[src/rtl/calc_pkg.sv]
package calc_pkg;

   // operand-depth states of the control machine plus the two end states
   typedef enum logic [2:0] {
      ST_EMPTY = 3'd0,
      ST_ONE   = 3'd1,
      ST_TWO   = 3'd2,
      ST_DEEP  = 3'd3,
      ST_HALT  = 3'd4,
      ST_FAULT = 3'd5
   } calc_state_e;

   // register-transfer controls issued by the state machine each cycle
   typedef struct packed {
      logic fetch;      // latch next program word, advance pc
      logic push;       // spill A into the array at sp, sp+1
      logic shift;      // A <= B
      logic take_data;  // B <= operand from IR
      logic take_alu;   // B <= ALU result
      logic sub;        // ALU computes A - B instead of A + B
      logic pop;        // A <= array[sp-1], sp-1
   } calc_ctl_t;

endpackage

[src/rtl/calc_mem.sv]
module calc_mem #(
   parameter int WORD_W = 9,
   parameter int ADDR_W = 4
) (
   input  logic              clk,
   input  logic              we,
   input  logic [ADDR_W-1:0] waddr,
   input  logic [WORD_W-1:0] wdata,
   input  logic [ADDR_W-1:0] stk_addr,
   output logic [WORD_W-1:0] stk_rdata,
   input  logic [ADDR_W-1:0] prg_addr,
   output logic [WORD_W-1:0] prg_rdata
);

   localparam int DEPTH = 1 << ADDR_W;

   logic [WORD_W-1:0] words [DEPTH];
   logic [DEPTH-1:0]  sel;

   // one-hot write decode, one enable per word
   for (genvar g = 0; g < DEPTH; g++) begin : g_dec
      assign sel[g] = we && (waddr == ADDR_W'(g));
   end

   always_ff @(posedge clk) begin
      for (int i = 0; i < DEPTH; i++) begin
         if (sel[i]) words[i] <= wdata;
      end
   end

   // both ports read without a clock
   assign stk_rdata = words[stk_addr];
   assign prg_rdata = words[prg_addr];

endmodule

[src/rtl/calc_alu.sv]
module calc_alu #(
   parameter int DATA_W = 8
) (
   input  logic [DATA_W-1:0] opa,
   input  logic [DATA_W-1:0] opb,
   input  logic              sub,
   output logic [DATA_W-1:0] y
);

   // modular arithmetic: carries out of the top bit are discarded
   always_comb begin
      if (sub) y = opa - opb;
      else     y = opa + opb;
   end

endmodule

[src/rtl/calc_ctrl.sv]
module calc_ctrl
   import calc_pkg::*;
#(
   parameter int DATA_W = 8
) (
   input  logic            clk,
   input  logic            rst_n,
   input  logic            ir_vld,
   input  logic [DATA_W:0] ir,
   input  logic            sp_one,
   output calc_ctl_t       ctl,
   output logic            halted,
   output logic            error
);

   localparam logic [DATA_W-1:0] OP_SUB = '0;
   localparam logic [DATA_W-1:0] OP_ADD = DATA_W'(1);
   localparam logic [DATA_W-1:0] OP_END = '1;

   calc_state_e state_q, state_d;
   logic        running, is_cmd;
   logic [DATA_W-1:0] code;

   assign running = (state_q != ST_HALT) && (state_q != ST_FAULT);
   assign is_cmd  = ir[DATA_W];
   assign code    = ir[DATA_W-1:0];

   always_comb begin
      ctl       = '0;
      state_d   = state_q;
      ctl.fetch = running;
      if (running && ir_vld) begin
         if (!is_cmd) begin
            ctl.take_data = 1'b1;
            ctl.shift     = (state_q != ST_EMPTY);
            ctl.push      = (state_q == ST_TWO) || (state_q == ST_DEEP);
            case (state_q)
               ST_EMPTY: state_d = ST_ONE;
               ST_ONE:   state_d = ST_TWO;
               default:  state_d = ST_DEEP;
            endcase
         end else if ((code == OP_SUB) || (code == OP_ADD)) begin
            if ((state_q == ST_TWO) || (state_q == ST_DEEP)) begin
               ctl.take_alu = 1'b1;
               ctl.sub      = (code == OP_SUB);
               if (state_q == ST_DEEP) begin
                  ctl.pop = 1'b1;
                  state_d = sp_one ? ST_TWO : ST_DEEP;
               end else begin
                  state_d = ST_ONE;
               end
            end else begin
               state_d = ST_FAULT;
            end
         end else if (code == OP_END) begin
            state_d = (state_q == ST_ONE) ? ST_HALT : ST_FAULT;
         end else begin
            state_d = ST_FAULT;
         end
      end
   end

   always_ff @(posedge clk or negedge rst_n) begin
      if (!rst_n) state_q <= ST_EMPTY;
      else        state_q <= state_d;
   end

   assign halted = (state_q == ST_HALT);
   assign error  = (state_q == ST_FAULT);

endmodule

[src/rtl/calc_core.sv]
module calc_core
   import calc_pkg::*;
#(
   parameter int DATA_W = 8,
   parameter int ADDR_W = 4
) (
   input  logic              clk,
   input  logic              rst_n,
   input  logic              ld_we,
   input  logic [ADDR_W-1:0] ld_addr,
   input  logic [DATA_W:0]   ld_data,
   output logic [DATA_W-1:0] result,
   output logic              halted,
   output logic              error
);

   localparam int WORD_W = DATA_W + 1;

   if (DATA_W < 2) begin : g_bad_data
      $error("calc_core: DATA_W must be at least 2");
   end
   if (ADDR_W < 2 || ADDR_W > 8) begin : g_bad_addr
      $error("calc_core: ADDR_W must lie in 2..8");
   end

   calc_ctl_t         ctl;
   logic [ADDR_W-1:0] pc_q, sp_q;
   logic [WORD_W-1:0] ir_q;
   logic              ir_vld_q;
   logic [DATA_W-1:0] a_q, b_q, alu_y;
   logic [WORD_W-1:0] stk_word, prg_word, wr_data;
   logic [ADDR_W-1:0] wr_addr;
   logic              wr_en;

   // the load port owns the write side while reset is held
   assign wr_en   = rst_n ? ctl.push : ld_we;
   assign wr_addr = rst_n ? sp_q     : ld_addr;
   assign wr_data = rst_n ? {1'b0, a_q} : ld_data;

   calc_mem #(.WORD_W(WORD_W), .ADDR_W(ADDR_W)) u_mem (
      .clk       (clk),
      .we        (wr_en),
      .waddr     (wr_addr),
      .wdata     (wr_data),
      .stk_addr  (sp_q - ADDR_W'(1)),
      .stk_rdata (stk_word),
      .prg_addr  (pc_q),
      .prg_rdata (prg_word)
   );

   calc_alu #(.DATA_W(DATA_W)) u_alu (
      .opa (a_q),
      .opb (b_q),
      .sub (ctl.sub),
      .y   (alu_y)
   );

   calc_ctrl #(.DATA_W(DATA_W)) u_ctrl (
      .clk    (clk),
      .rst_n  (rst_n),
      .ir_vld (ir_vld_q),
      .ir     (ir_q),
      .sp_one (sp_q == ADDR_W'(1)),
      .ctl    (ctl),
      .halted (halted),
      .error  (error)
   );

   always_ff @(posedge clk or negedge rst_n) begin
      if (!rst_n) begin
         pc_q     <= '0;
         sp_q     <= '0;
         ir_q     <= '0;
         ir_vld_q <= 1'b0;
         a_q      <= '0;
         b_q      <= '0;
      end else begin
         if (ctl.fetch) begin
            ir_q     <= prg_word;
            ir_vld_q <= 1'b1;
            pc_q     <= pc_q + ADDR_W'(1);
         end
         if (ctl.push)     sp_q <= sp_q + ADDR_W'(1);
         else if (ctl.pop) sp_q <= sp_q - ADDR_W'(1);
         if (ctl.take_data)     b_q <= ir_q[DATA_W-1:0];
         else if (ctl.take_alu) b_q <= alu_y;
         if (ctl.shift)    a_q <= b_q;
         else if (ctl.pop) a_q <= stk_word[DATA_W-1:0];
      end
   end

   assign result = b_q;

endmodule

[config.mk]
export PLATFORM = sky130hd
export DESIGN_NAME = calc_core
export DESIGN_NICKNAME = d
export VERILOG_FILES = /design/src/rtl/calc_pkg.sv /design/src/rtl/calc_mem.sv /design/src/rtl/calc_alu.sv /design/src/rtl/calc_ctrl.sv /design/src/rtl/calc_core.sv
export SDC_FILE = /design/constraint.sdc
export NUM_CORES = 1
export LEC_CHECK = 0
export BUFFER_PORTS_ARGS = -buffer_cell sky130_fd_sc_hd__clkbuf_2
export CAP_MARGIN = 20
export CORE_MARGIN = 5
export CORE_UTILIZATION = 51
export DETAILED_ROUTE_END_ITERATION = 16
export PLACE_DENSITY = 0.73
export REMOVE_ABC_BUFFERS = 1
export SYNTH_ARGS = -nofsm -noshare
export SYNTH_HDL_FRONTEND = slang
export SYNTH_HIERARCHICAL = 1
export SYNTH_SLANG_ARGS = --single-unit
[constraint.sdc]
create_clock -name clk -period 3 [get_ports clk]
set_input_delay 0.15 -clock clk [delete_from_list [all_inputs] [get_ports clk]]
set_output_delay 0.15 -clock clk [all_outputs]
set_load 0.03 [all_outputs]
==> out/results.txt <==
Sequential power share -> 33.3%
Clock Tree Buf Depth -> 2
Synth Warn # -> 6
Die Span Y -> 144 um
Outcome -> finished, final reports clean
GRT overflow -> 0
Worst path required time -> 3.33 ns
Core area -> 17800 um^2
Post-route setup slack -> 0.241 ns
Max Slew Vio Count -> 0
Final number of setup-violating endpoints -> 0
Hpwl dp -> 14000 um
Syn avg cell area -> 16.4 um^2
Layout Nets -> 636
Cell family with most CP delay -> simple AND/OR/NAND/NOR gates
Normalized max-slew margin -> 39.5%
Post-Route Utilization -> 57.2%
Reg2reg end -> result[7]$_DFFE_PN0P_
Die ar. -> 20700 um^2
Post-CTS setup buffers -> 0
CP cell instances -> nor4_4, nand4_2, nor3_2, buf_4, a21oi_1, xnor2_1, ha_1, or2_2, a21oi_1, a31oi_1, xnor2_1, mux2i_1, o21ai_1
Final non-filler cell area -> 10200 um^2
Drt total wl -> 20700 um
Worst slew pin tran -> 0.906 ns
Crit Path Max Fanout -> 7
I/O pin cnt -> 26
Initial Util -> 51.3%
Pwr Total -> 10.8 mW
TritonCTS Sinks -> 181
RSZ-0062 raised after global routing -> no
Largest net degree at the start of global routing -> 40
DR pass1 iterations -> 5
R2R depth -> 13
Crit path time final -> 2.76 ns
Sequential Area -> 5250 um^2
Chip width -> 144 um
# H-tree levels -> 4
Setup CP Type -> reg2reg
Internal power -> 6.59 mW
Inserted Diodes -> 0
Stages on worst setup path -> 13
Final Hold Vio Count -> 0
Clk network pwr share -> 20.4%
CTS tree -> built
Fillers -> 1351
Power Density -> 1060 nW/um^2
Vias in the first global route -> 5457
CP Capture Type -> register
Switching share of power -> 39.1%
Post-synthesis cell area -> 9160 um^2
CP peak stage delay -> 0.43 ns
Row Count -> 49
Reg2Reg Launch Point -> ir_q[1]$_DFFE_PN0P_
Drt wl/cell -> 24.4 um
Max cap viols -> 0
Cells after Synth -> 560
Input/output buffers -> 25
Drt first-iter violations -> 418
Worst skew pair latency -> 0.44 ns
Root Driver -> clkbuf_16
Area delta synth->final -> 11.5%
Reg2Reg Setup Slack -> 0.24 ns
Worst setup path startpoint -> ir_q[1]$_DFFE_PN0P_
Residual DRC -> 0
Net switching power -> 4.24 mW
Drt via density -> 6.27
Routability congestion estimate -> 0.934
Area occupied by multi-input gates -> 3600 um^2
VDD IR max -> 849 uV
Worst Setup EP -> result[7]$_DFFE_PN0P_
Pleak -> 3.71 nW
Total CTS buffers -> 17
GRT Resource Usage Total -> 21.2%
Highest clock rate -> 0.363 GHz
First-pass GRT wire length -> 31900 um
Clk slew on worst S/H paths -> 0.07 ns
Worst Path Buf+Inv -> 1
HP Class -> in2async
Antenna-violating nets left -> 0
CP startpoint kind -> register
Share of power burned in combinational logic -> 46.2%
Clock skew -> 0.0118 ns
Critical path's slowest cell -> dfrtp_1
Post-Place Worst Slack -> 0.233 ns
Placed Area -> 9600 um^2
Share of layout cells above drive strength 1 -> 24.5%
Worst path arrival time -> 3.09 ns
Vias post-DR -> 5325
Final clock period utilization by the worst path -> 92.0%
Initial antenna violation count -> 0
## worst min path at each step
stage	from	depth (start not counted)	to	slack (ns)
global placement	rst_n	1	a_q[7]$_DFFE_PN0P_	0.05
global route	rst_n	2	a_q[7]$_DFFE_PN0P_	0.15
CTS	rst_n	2	sp_q[3]$_DFFE_PN0P_	0.13
detailed placement	rst_n	1	sp_q[3]$_DFFE_PN0P_	0.05
finish	rst_n	2	a_q[7]$_DFFE_PN0P_	0.14
floorplan	rst_n	0	a_q[0]$_DFFE_PN0P_	-0.15
## registers in the layout, summed over array words and instances, names as in the netlist
name / cells
u_mem/words: 144
ir_q: 9
a_q: 8
result: 8
pc_q: 4
sp_q: 4
u_ctrl/state_q: 3
ir_vld_q: 1
## worst reg2reg max path, cell delays in order, from the launching register on
cell and delay [ns]:
dfrtp_1 0.43, nor4_4 0.31, nand4_2 0.15, nor3_2 0.12, buf_4 0.18, a21oi_1 0.07
xnor2_1 0.19, ha_1 0.30, or2_2 0.30, a21oi_1 0.16, a31oi_1 0.08, xnor2_1 0.15
mux2i_1 0.13, o21ai_1 0.07
## per-stage QoR
step	std cells	TNS, ns	hold WS [ns]
2_1_floorplan	528	-17.88	-0.146
3_3_place_gp	816	0	0.0454
3_5_place_dp	816	0	0.0519
4_1_cts	849	0	0.131
5_1_grt	849	0	0.150
6_report	849	0	0.144
## cell type report
cell class,count,share of cell area (%)
clock inverters,14,1.51
well taps,229,2.81
repair buffers,60,4.19
multi-input cells,332,35.3
clock buffers,18,4.20
flip-flops and latches,181,51.4
inverters,15,0.551
## cell usage in the layout (no fill, tap or decap), types with 6 or more instances in the layout
| cell type | instances |
|---|---|
| ha_1 | 12 |
| nor2_1 | 25 |
| clkbuf_16 | 17 |
| mux4_2 | 33 |
| xnor2_1 | 13 |
| buf_4 | 31 |
| nor2b_1 | 7 |
| o21ai_1 | 14 |
| inv_8 | 6 |
| a21oi_1 | 6 |
| clkbuf_2 | 25 |
| mux2i_1 | 16 |
| a22oi_1 | 34 |
| dfrtp_1 | 36 |
| xor2_1 | 7 |
| inv_1 | 15 |
| edfxtp_1 | 144 |
| mux4_1 | 34 |
| mux2_2 | 12 |
| nand2_1 | 39 |
| nor3_1 | 12 |
| mux2_1 | 11 |
## power by group through the flow
stage	clock network, mW	logic (mW)	registers (mW)
floorplan	0	3.29	3.73
global placement	0	4.84	3.63
detailed placement	0	4.93	3.65
CTS	2.25	4.95	3.60
global route	2.36	5.40	3.66
finish	2.21	5.00	3.61
## per-layer routing
layer	global-route usage [%]	share of wire, %	routed length (um)
met1	28.8	41	8390
met2	34.0	49	10100
met3	5.72	9.4	1930
met4	6.49	1.4	286
met5	0	0	0
## repair_timing
action                                  CTS  global route
endpoints found under the hold margin    20             0
endpoints found under the setup margin    0             2
hold buffers                              1             0
gates resized for setup                   0             3
(Power assumes the default switching activity.)
